==> src/rtl/guard_pkg.sv <==
package guard_pkg;
  localparam int WORD_W = 32;
  localparam int BE_W   = WORD_W / 8;
  localparam logic [7:0] KEY = 8'hA5;

  // bit positions inside the control word
  localparam int B_EN   = 7;
  localparam int B_MODE = 6;
  localparam int B_RSEL = 5;
  localparam int B_WOVF = 4;
  localparam int B_IOVF = 3;

  function automatic logic key_ok(input logic [BE_W-1:0] be,
                                  input logic [WORD_W-1:0] d);
    return (&be) && (d[WORD_W-1 -: 8] == KEY);
  endfunction

  function automatic logic at_top(input logic [7:0] c, input int w);
    return c == 8'((1 << w) - 1);
  endfunction
endpackage

==> src/rtl/guard_counter.sv <==
module guard_counter #(
  parameter int CNT_W = 8
) (
  input  logic             clk,
  input  logic             rst_n,
  input  logic             run,
  input  logic             tick,
  input  logic             restart,
  output logic [CNT_W-1:0] count,
  output logic             wrap
);
  localparam logic [CNT_W-1:0] TOP = {CNT_W{1'b1}};

  assign wrap = run && tick && !restart && (count == TOP);

  always_ff @(posedge clk or negedge rst_n) begin
    if (!rst_n)             count <= '0;
    else if (restart)       count <= '0;
    else if (run && tick)   count <= count + 1'b1;
  end

  // disabled counter holds
  assert_hold_R4: assert property (@(posedge clk) disable iff (!rst_n)
    (!run && !restart) |=> $stable(count));
  // a restart leaves the counter at zero
  assert_restart_R8: assert property (@(posedge clk) disable iff (!rst_n)
    restart |=> (count == '0));
  // a wrap leaves the counter at zero
  assert_wrap_zero_R4: assert property (@(posedge clk) disable iff (!rst_n)
    wrap |=> (count == '0));
endmodule

==> src/rtl/guard_pulse.sv <==
module guard_pulse #(
  parameter int LEN = 4
) (
  input  logic clk,
  input  logic rst_n,
  input  logic fire,
  input  logic kind_in,
  output logic req,
  output logic kind
);
  localparam int PW = $clog2(LEN + 1);
  logic [PW-1:0] left;

  always_ff @(posedge clk or negedge rst_n) begin
    if (!rst_n) begin
      left <= '0;
      kind <= 1'b0;
    end else if (fire) begin
      left <= PW'(LEN);
      kind <= kind_in;
    end else if (left != '0) begin
      left <= left - 1'b1;
    end
  end

  assign req = (left != '0);

  // the pulse starts only after a watchdog wrap
  assert_pulse_start_R6: assert property (@(posedge clk) disable iff (!rst_n)
    $rose(req) |-> $past(fire));
  // the type is steady while the pulse runs
  assert_kind_stable_R6: assert property (@(posedge clk) disable iff (!rst_n)
    (req && !$past(fire)) |-> $stable(kind));
endmodule

==> src/rtl/guard_csr.sv <==
module guard_csr
  import guard_pkg::*;
(
  input  logic              clk,
  input  logic              por_n,
  input  logic              wr_en,
  input  logic [BE_W-1:0]   wr_be,
  input  logic [WORD_W-1:0] wr_data,
  input  logic              wrap,
  output logic              en,
  output logic              mode,
  output logic              rsel,
  output logic              wovf,
  output logic              iovf,
  output logic              restart,
  output logic              wd_fire,
  output logic [WORD_W-1:0] rd_data
);
  logic accept;
  logic iv_fire;

  assign accept  = wr_en && key_ok(wr_be, wr_data);
  assign restart = accept && en && (wr_data[B_MODE] != mode);
  assign wd_fire = wrap && mode;
  assign iv_fire = wrap && !mode;

  always_ff @(posedge clk or negedge por_n) begin
    if (!por_n) begin
      en <= 1'b0; mode <= 1'b0; rsel <= 1'b0; wovf <= 1'b0; iovf <= 1'b0;
    end else begin
      if (accept) begin
        en   <= wr_data[B_EN];
        mode <= wr_data[B_MODE];
        rsel <= wr_data[B_RSEL];
      end
      if (wd_fire)                          wovf <= 1'b1;
      else if (accept && !wr_data[B_WOVF])  wovf <= 1'b0;
      if (iv_fire)                          iovf <= 1'b1;
      else if (accept && !wr_data[B_IOVF])  iovf <= 1'b0;
    end
  end

  always_comb begin
    rd_data = '0;
    rd_data[B_EN]   = en;
    rd_data[B_MODE] = mode;
    rd_data[B_RSEL] = rsel;
    rd_data[B_WOVF] = wovf;
    rd_data[B_IOVF] = iovf;
  end

  // rejected writes leave the word alone
  assert_reject_R2: assert property (@(posedge clk) disable iff (!por_n)
    (wr_en && !((&wr_be) && wr_data[31:24] == KEY) && !wrap)
      |=> $stable({en, mode, rsel, wovf, iovf}));
  // software cannot raise a flag
  assert_no_sw_set_R7: assert property (@(posedge clk) disable iff (!por_n)
    !wrap |=> !$rose(wovf) && !$rose(iovf));
  // interval flag rises only from an interval-mode wrap
  assert_iflag_src_R5: assert property (@(posedge clk) disable iff (!por_n)
    $rose(iovf) |-> $past(wrap && !mode));
endmodule

==> src/rtl/guard_timer.sv <==
module guard_timer
  import guard_pkg::*;
#(
  parameter int CNT_W     = 8,
  parameter int PULSE_LEN = 4
) (
  input  logic              clk,
  input  logic              por_n,
  input  logic              soft_rst_n,
  input  logic              tick,
  input  logic              wr_en,
  input  logic [3:0]        wr_be,
  input  logic [31:0]       wr_data,
  output logic [31:0]       rd_data,
  output logic [CNT_W-1:0]  count,
  output logic              rst_req,
  output logic              rst_kind,
  output logic              irq
);
  logic en, mode, rsel, wovf, iovf;
  logic restart, wd_fire, wrap;
  logic run_rst_n;

  assign run_rst_n = por_n && soft_rst_n;

  guard_csr u_csr (
    .clk(clk), .por_n(por_n), .wr_en(wr_en), .wr_be(wr_be),
    .wr_data(wr_data), .wrap(wrap), .en(en), .mode(mode), .rsel(rsel),
    .wovf(wovf), .iovf(iovf), .restart(restart), .wd_fire(wd_fire),
    .rd_data(rd_data)
  );

  guard_counter #(.CNT_W(CNT_W)) u_cnt (
    .clk(clk), .rst_n(run_rst_n), .run(en), .tick(tick),
    .restart(restart), .count(count), .wrap(wrap)
  );

  guard_pulse #(.LEN(PULSE_LEN)) u_pulse (
    .clk(clk), .rst_n(run_rst_n), .fire(wd_fire), .kind_in(rsel),
    .req(rst_req), .kind(rst_kind)
  );

  assign irq = iovf;

  // a watchdog wrap leaves its flag set
  assert_wflag_R6: assert property (@(posedge clk) disable iff (!run_rst_n)
    (wrap && mode) |=> wovf);
endmodule

==> config.mk <==
export PLATFORM = sky130hd
export DESIGN_NAME = guard_timer
export DESIGN_NICKNAME = d
export VERILOG_FILES = /design/src/rtl/guard_pkg.sv /design/src/rtl/guard_counter.sv /design/src/rtl/guard_pulse.sv /design/src/rtl/guard_csr.sv /design/src/rtl/guard_timer.sv
export SDC_FILE = /design/constraint.sdc
export NUM_CORES = 1
export LEC_CHECK = 0
export ABC_AREA = 1
export BUFFER_PORTS_ARGS = -buffer_cell sky130_fd_sc_hd__buf_2
export CAP_MARGIN = 20
export CORE_MARGIN = 2
export CORE_UTILIZATION = 41
export CTS_CLUSTER_DIAMETER = 150
export DETAILED_ROUTE_END_ITERATION = 7
export HOLD_SLACK_MARGIN = 0.1
export PLACE_DENSITY = 0.79
export SLEW_MARGIN = 20
export SYNTH_ARGS = -nofsm -noshare
export SYNTH_HDL_FRONTEND = slang
export SYNTH_SLANG_ARGS = --single-unit
export TNS_END_PERCENT = 50
==> constraint.sdc <==
create_clock -name clk -period 1.81 [get_ports clk]
set_input_delay 0.362 -clock clk [delete_from_list [all_inputs] [get_ports clk]]
set_output_delay 0.362 -clock clk [all_outputs]
set_load 0.05 [all_outputs]
==> results_dict.tcl, run 1 <==
set metrics [dict create \
    floorplan.io_pins 84 \
    hp-class "in -> reg" \
    setup-violations-final 0 \
    cp_slowest_stage_delay_ps 330 \
    ys_types 22 \
    start_util 0.418 \
    initialDrtViolationCount 18 \
    die_x_um 59.1 \
    mappedNetlistArea_sq_mm 0.00125 \
    num_vias 993 \
    yosys_warnings 0 \
    run_status "finished, final reports clean" \
    maxClockFrequency_mhz 603 \
    placement_rows 20 \
    placed_cells_incl_taps 226 \
    clockRootBuffer "clkbuf_4" \
    rsz0062_at_grt "no" \
    wl_um 2060 \
    setup_ws_ps 153 \
    worst_path_clk_slew_ps 90 \
    finalMaxSlewViolations 0 \
    ant_nets 0 \
    finalClockSkew_ps 1.40 \
    finish.utilization 0.462 \
    drive_gt1_frac 0.246 \
    place_hpwl_um 1710 \
    htreeDepth 1 \
    grt_remaining_overflow 0 \
    via_count_of_the_first_global_routing_pass 930 \
    die-area_sq_mm 0.00350 \
    worstSetupStartpointType "flop" \
    drc 0 \
    yosys-top-cells-area "dfrtp_1 34%, buf_4 19%, nand2_1 11%" \
    final.period_utilization 0.915 \
    postSynthAreaPerCell_sq_um 7.69 \
    placement.io_buffers 37 \
    totalNegativeSetupSlack_ps 0 \
    clock_sinks 17 \
    synthesis.instances 162 \
    required_ps 1450 \
    period_needed_ps 1660 \
    crit_path_cell_trace "inv_1, ha_1, nand2_1, buf_2" \
    synth_sequential_area_ratio 0.341 \
    element_type_at_the_critical_path_end "output pin" \
    timing.critical_path.fanout_max 4 \
    dr.pass1.iters 3 \
    groute.usage.overall 0.132 \
    cts_made_buffers 3 \
    synth_seq_cells 17 \
    critical_path_arrival_ps 1300 \
    synthDominantAreaCellType "dfrtp_1" \
    seq_area_sq_um 425 \
    n_fill_cell 304 \
    detail_route.wl_per_cell_um 8.87 \
    diodes 0 \
    finalNetCount 244 \
    layout.cell_area.non_filler_sq_mm 0.00138 \
    finalNonFillerCells 232 \
    globalplace.congestion 0.860 \
    syn2layout_area_growth_pct 10.4 \
    floorplan.die.height_um 59.1 \
    insertion_delay_ps 290 \
    tritoncts "built" \
    grt_max_degree 13 \
    hold_ws_ps 302 \
    preCtsSetupSlack_ps 365 \
    multiInputGateArea_sq_um 594 \
    fp.coreArea_sq_mm 0.00298 \
    power_leakage_nw 0.815 \
    crit_path_top_delay_cell "dfrtp_1" \
    postPlaceCellArea_sq_mm 0.00133 \
    grt_antenna_before_repair 0 \
    finalHoldViolCount 0 \
    grt_pass1_wl_um 3520 \
    worstSetupPathType "reg -> out" \
    clock_tree.buffer_depth 2 \
    synth_top_area_frac 0.341 \
    max_cap_viols 0 \
    vdd_drop_max_mv 0.178 \
    total_power_mw 0.762 \
    vias_per_cell 4.28 \
    cts_resized 0 \
    cellPowerDensity_mw_per_mm2 553 \
]
final timing paths:
kind	startpoint	to	slack [ps]	cells past startpoint
max reg2reg	u_cnt.count[0]	u_pulse.kind	340	8
min in group asynchronous	por_n	u_csr.wovf	420	2
min reg2reg	u_pulse.kind	u_pulse.kind	490	2
max in group asynchronous	por_n	u_cnt.count[2]	760	4
max	u_pulse.left[0]	rst_req	150	4
min	wr_data[4]	u_csr.wovf	300	3
where the power goes:
group	switching (mW)	total, mW	internal [mW]
Sequential	0.00215	0.383	0.381
Clock	0.113	0.199	0.0857
Combinational	0.154	0.179	0.0255
Total	0.269	0.762	0.492
critical path, delay by kind of cell, from the launching register on:
family / cells / cell delay [ps]
adders and majority gates: 1 / 190
buffers and inverters: 2 / 360
DFF: 1 / 330
and+or+nand+nor: 1 / 130
state kept, by name (all words and copies together) (netlist names):
name	flops
u_cnt.count	8
u_pulse.left	3
u_csr.en	1
u_csr.iovf	1
u_csr.mode	1
u_csr.rsel	1
u_csr.wovf	1
u_pulse.kind	1
cells in the final DEF (no fill, tap or decap), types with 2 or more instances in the layout:
master | netlist | layout
buf_2 | 0 | 37
o21ai_0 | 2 | 2
ha_1 | 3 | 3
nor3_1 | 5 | 5
nor2_1 | 12 | 12
nand3_1 | 11 | 11
clkbuf_4 | 0 | 3
dlygate4sd3_1 | 0 | 2
conb_1 | 1 | 27
nand3_2 | 2 | 2
xnor2_1 | 2 | 2
inv_1 | 21 | 21
nand4_1 | 3 | 3
xor2_1 | 3 | 3
nor2_4 | 4 | 4
nand2_1 | 36 | 36
o21ai_1 | 2 | 2
dfrtp_1 | 17 | 17
layout make-up:
cell class | instances | area share
Sequential cell | 17 | 0.309
Inverter | 22 | 0.0609
Multi-Input combinational cell | 117 | 0.432
Tap cell | 33 | 0.0300
Clock buffer | 4 | 0.0191
Timing Repair Buffer | 39 | 0.149
cell usage after synthesis (all sizes together):
master / n
nand2: 37
buf: 32
inv: 21
dfrtp: 17
nor2: 16
nand3: 14
nor3: 5
o21ai: 4
ha: 3
nand4: 3
xor2: 3
xnor2: 2
a31oi: 1
clkinv: 1
conb: 1
mux2i: 1
o21bai: 1
metal layers:
metal | part of all wire | GRT usage | wire length (um) | up-vias
met3 | 0.055 | 0.0262 | 114 | 4
met2 | 0.49 | 0.241 | 1010 | 33
met4 | 0.022 | 0.0682 | 46 | 0
li1 | - | - | - | 523
met1 | 0.43 | 0.142 | 889 | 433
met5 | 0 | 0 | 0 | -
repair_timing:
action,in CTS,in global routing
endpoints found under the setup margin,0,0
setup buffers,0,0
endpoints found under the hold margin,17,0
hold buffers,2,0
logic make-up after synthesis:
group                    after synthesis  synth area share
XOR/XNOR                               5            0.0351
AND/OR/NAND/NOR                       75             0.295
buffers and inverters                 54             0.260
multiplexers                           1           0.00803
other                                  1           0.00301
flip-flops                            17             0.341
AO/OA/AOI/OAI                          6            0.0271
adder cells (fa/ha/maj)                3            0.0301
(Power assumes the default switching activity.)
==> inputs of run 2 (changes only) <==
Settings changed: BUFFER_PORTS_ARGS -buffer_cell sky130_fd_sc_hd__buf_2 to default, CORE_UTILIZATION 41 to 60, DONT_BUFFER_PORTS from default to 1, PLACE_DENSITY 0.79 to 0.76.
==> run 2 against run 1 <==
  * Clock skew rose by 3.3 ps
  * Non-clock buffer count fell by 25
  * First-iteration DRC count fell by 28%
  * Power fell by 2.1%
  * Cell count fell by 13%
  * Critical path depth did not move
  * Register-to-register slack improved by 70 ps
  * Sequential cell count did not move
  * Wire length rose by 2.2%
  * Largest cell class unchanged
==> results_dict.tcl, run 2 (same netlist as run 1, synthesis figures left out) <==
set metrics [dict create \
    via_count_of_the_first_global_routing_pass 906 \
    p_seq_frac 0.513 \
    diodes 0 \
    dr.pass1.iters 4 \
    maxClockFrequency_mhz 613 \
    globalplace.congestion 0.775 \
    detail_route.wl_per_cell_um 10.5 \
    cts_setup_buffers 0 \
    grt_antenna_before_repair 0 \
    grt_max_degree 13 \
    rsz0062_at_grt "no" \
    final.period_utilization 0.901 \
    finalNetCount 219 \
    power_leakage_nw 0.715 \
    p_int_mw 0.474 \
    cellPowerDensity_mw_per_mm2 585 \
    groute.usage.overall 0.182 \
    worstSetupPathType "reg -> out" \
    combPwrFrac 0.211 \
    power.clock.fraction 0.276 \
    setup-violations-final 0 \
    fp.coreArea_sq_mm 0.00196 \
    total_switching_power_mw 0.271 \
    htreeDepth 1 \
    insertion_delay_ps 300 \
    wl_um 2100 \
    hold_ws_ps 193 \
    finalClockSkew_ps 4.73 \
    cts_made_buffers 3 \
    required_ps 1450 \
    clock_sinks 17 \
    finalHoldViolCount 0 \
    hp-class "in -> reg" \
    vias_per_cell 4.69 \
    tritoncts "built" \
    vdd_drop_max_mv 0.406 \
    n_fill_cell 180 \
    num_vias 943 \
    floorplan.io_pins 84 \
    start_util 0.635 \
    clock_tree.buffer_depth 2 \
    place_hpwl_um 1750 \
    worstSetupStartpointType "flop" \
    totalNegativeSetupSlack_ps 0 \
    clockRootBuffer "clkbuf_4" \
    placement.io_buffers 0 \
    maxSlewHeadroom 0.659 \
    die-area_sq_mm 0.00246 \
    initialDrtViolationCount 13 \
    grt_pass1_wl_um 3440 \
    cts_resized 0 \
    drc 0 \
    layout.cells.most_common "nand2_1" \
    critical_path_arrival_ps 1270 \
    period_needed_ps 1630 \
    max_cap_viols 0 \
    layout.cells.most_common_list "36 x nand2_1, 27 x conb_1, 21 x inv_1" \
    finalMaxSlewViolations 0 \
    largestRegisters "u_cnt.count: 8 flops, u_pulse.left: 3 flops" \
    worst_path_clk_slew_ps 100 \
    drive_gt1_frac 0.144 \
    ant_nets 0 \
    grt_remaining_overflow 0 \
    largest_reg_flops 8 \
    placement_rows 16 \
    timing.critical_path.fanout_max 4 \
    run_status "finished, final reports clean" \
    max_slew.worst_pin.slew_ps 511 \
    p_sw_frac 0.364 \
    max_flop_register "u_cnt.count" \
    floorplan.die.height_um 49.6 \
    element_type_at_the_critical_path_end "output pin" \
    syn2layout_area_growth_pct 2.31 \
    die_x_um 49.6 \
]
run 2: power groups by stage:
| stage | clock network (mW) | logic (mW) | registers (mW) |
|---|---|---|---|
| 6_report | 0.206 | 0.157 | 0.382 |
| 5_1_grt | 0.229 | 0.165 | 0.383 |
| 4_1_cts | 0.212 | 0.157 | 0.382 |
| 3_5_place_dp | 0 | 0.151 | 0.390 |
| 3_3_place_gp | 0 | 0.150 | 0.390 |
| 2_1_floorplan | 0 | 0.186 | 0.395 |
run 2: worst paths after layout:
check,slack (ps),end,cells after the start,startpoint
setup / recovery,180,rst_req,4,u_pulse.left[0]
hold / removal,190,u_csr.en,2,wr_data[7]
setup reg to reg,410,u_pulse.kind,8,u_cnt.count[0]
hold reg to reg,570,u_pulse.left[2],3,u_pulse.left[2]
max in group asynchronous,750,u_cnt.count[5],3,por_n
min in group asynchronous,360,u_csr.en,1,por_n
run 2: critical path: stages (launching register included):
cell     delay [ps]
dfrtp_1         330
inv_1            70
ha_1            200
nand2_1         150
buf_4           230
run 2: area by class of cell:
| class | count | area (sq um) | area share |
|---|---|---|---|
| repair buffers | 14 | 110 | 0.0864 |
| multi-input cells | 117 | 594 | 0.466 |
| clock inverters | 1 | 5.00 | 0.00393 |
| flip-flops and latches | 17 | 425 | 0.334 |
| inverters | 22 | 83.8 | 0.0658 |
| well taps | 27 | 33.8 | 0.0265 |
| clock buffers | 3 | 22.5 | 0.0177 |
run 2: stage by stage:
stage | total power [mW] | area, sq um | worst slack [ps] | util | cells
finish | 0.746 | 1270 | 179 | 0.650 | 201
global route | 0.777 | 1270 | 89.0 | 0.650 | 201
CTS | 0.751 | 1270 | 166 | 0.650 | 201
detailed placement | 0.541 | 1230 | 442 | 0.626 | 195
global placement | 0.540 | 1230 | 460 | 0.626 | 195
floorplan | 0.581 | 1340 | 135 | - | 188
run 2: metal layers:
metal,GRT usage,wire [um],up-vias
met5,0,0,-
met4,0.125,57,0
met3,0.0182,143,6
met2,0.336,1110,46
met1,0.192,788,423
li1,-,-,468
run 2: what timing repair did:
item                                    in CTS  in global routing
endpoints found under the setup margin       0                  0
endpoints found under the hold margin       17                  0
hold buffers                                 2                  0
==> inputs of run 3 (changes only) <==
Settings changed: REMOVE_ABC_BUFFERS from default to 1.
==> run 3 against run 2 <==
  * Sequential share of layout area decreased by 0.066 points
  * Utilization is 0.13 points higher
  * Count of clock-buffer cells in the layout unchanged
  * Global-route usage about the same
  * Die area did not move
  * Via count rose by 0.32%
  * First-iteration DRC count fell by 15%
  * Power rose by 1.6%
  * Combinational power hardly changed
  * Critical path depth is the same
  * Critical endpoint unchanged
==> results_dict.tcl, run 3 (same netlist as run 1, synthesis figures left out) <==
set metrics [dict create \
    floorplan.io_pins 84 \
    finalMaxSlewViolations 0 \
    cellPowerDensity_mw_per_mm2 593 \
    element_type_at_the_critical_path_end "output pin" \
    vias_per_cell 4.71 \
    max_flop_register "u_cnt.count" \
    clock_sinks 17 \
    diodes 0 \
    grt_pass1_wl_um 3440 \
    wl_um 2100 \
    hp-class "in -> reg" \
    critical_path_arrival_ps 1280 \
    required_ps 1450 \
    placed_cells_incl_taps 195 \
    drc 0 \
    timing.critical_path.fanout_max 4 \
    die_x_um 49.6 \
    timing.critical_path.from "u_pulse.left[0]" \
    clock_tree.buffer_depth 2 \
    worst_path_clk_slew_ps 120 \
    initialDrtViolationCount 11 \
    via_count_of_the_first_global_routing_pass 824 \
    detail_route.wl_per_cell_um 10.5 \
    die-area_sq_mm 0.00246 \
    tritoncts "built" \
    finalClockSkew_ps 13.1 \
    insertion_delay_ps 300 \
    num_vias 946 \
    power_leakage_nw 0.711 \
    clockRootBuffer "clkbuf_4" \
    cts_resized 0 \
    placement_rows 16 \
    totalNegativeSetupSlack_ps 0 \
    htreeDepth 1 \
    grt_max_degree 13 \
    timing.rr.end "u_pulse.kind" \
    vdd_drop_max_mv 0.317 \
    m1WireLength_um 809 \
    drive_gt1_frac 0.144 \
    finalNonFillerCells 201 \
    layout.cells.most_common_list "36 x nand2_1, 27 x conb_1, 21 x inv_1" \
    setup-violations-final 0 \
    dr.pass1.iters 4 \
    place_hpwl_um 1690 \
    maxUsedRoutingLayer "met4" \
    ant_nets 0 \
    n_fill_cell 181 \
    met3_length_um 163 \
    syn2layout_area_growth_pct 2.51 \
    max_slew.worst_pin.slew_ps 503 \
    maxClockFrequency_mhz 609 \
    max_cap_viols 0 \
    globalplace.congestion 0.815 \
    period_needed_ps 1640 \
    layout.cells.most_common "nand2_1" \
    worst_r2r_startpoint "u_cnt.count[1]" \
    maxSlewHeadroom 0.665 \
    floorplan.die.height_um 49.6 \
    groute.usage.overall 0.182 \
    timing.reg2reg.setup_slack_ps 430 \
    worstSetupPathType "reg -> out" \
    final.period_utilization 0.908 \
    finalHoldViolCount 0 \
    start_util 0.635 \
    grt_antenna_before_repair 0 \
    placement.io_buffers 0 \
    worst-r2r-cell-count 8 \
    worst_setup_endpoint "rst_req" \
    worstSetupStartpointType "flop" \
    met2WireLength_um 1100 \
    grt_remaining_overflow 0 \
    largest_reg_flops 8 \
    finalNetCount 219 \
    largestRegisters "u_cnt.count: 8 flops, u_pulse.left: 3 flops" \
    cts_made_buffers 3 \
    fp.coreArea_sq_mm 0.00196 \
    rsz0062_at_grt "no" \
    run_status "finished, final reports clean" \
]
-- run 3: cell count changes in the layout (fill, tap and decap cells not counted) --
cell	change
clkinv_2	-1
clkinvlp_4	+1
-- run 3: critical path, cell delays in order, from the launching register on --
cell     delay [ps]
dfrtp_1         340
inv_1            70
ha_1            200
nand2_1         150
buf_4           230
-- run 3: area by class of cell --
cell class                      instances  area (sq um)  share of cell area
Multi-Input combinational cell        117           594               0.465
Tap cell                               27          33.8              0.0264
Inverter                               22          83.8              0.0656
Sequential cell                        17           425               0.333
Clock inverter                          1          7.51             0.00588
Clock buffer                            3          22.5              0.0176
Timing Repair Buffer                   14           110              0.0862
-- run 3: worst min-delay path by stage --
| stage | startpoint | endpoint | slack [ps] | cells past startpoint |
|---|---|---|---|---|
| finish | wr_data[7] | u_csr.en | 190 | 2 |
| global route | wr_data[5] | u_csr.rsel | 190 | 2 |
| CTS | wr_data[7] | u_csr.en | 190 | 2 |
| detailed placement | por_n | u_csr.rsel | 70 | 0 |
| global placement | por_n | u_csr.rsel | 70 | 0 |
| floorplan | por_n | u_csr.en | 70 | 0 |
-- run 3: per-stage QoR --
| stage | instance area (sq um) | worst slack (ps) | power, mW | hold WS (ps) | util |
|---|---|---|---|---|---|
| after floorplan | 1100 | 116 | 0.535 | 66.4 | - |
| after global placement | 1230 | 460 | 0.540 | 66.5 | 0.626 |
| after detailed placement | 1230 | 423 | 0.541 | 66.5 | 0.626 |
| after CTS | 1280 | 162 | 0.757 | 192 | 0.651 |
| after global routing | 1280 | 89.0 | 0.780 | 186 | 0.651 |
| final | 1280 | 167 | 0.758 | 186 | 0.651 |
-- run 3: per-layer routing --
metal / global-route usage / vias to the layer above
met5: 0 / -
met4: 0.0694 / 0
met3: 0.0182 / 4
met2: 0.338 / 50
met1: 0.212 / 424
li1: - / 468
-- run 3: timing repair --
action | in CTS | in global routing
hold endpoints to repair | 17 | 0
buffers inserted | 0 | 0
hold buffers | 2 | 0
-- run 3: where the power goes --
part	total, mW	internal, mW	switching (mW)
clock	0.217	0.0840	0.133
sequential	0.383	0.381	0.00136
combinational	0.158	0.0109	0.147
total	0.758	0.476	0.281
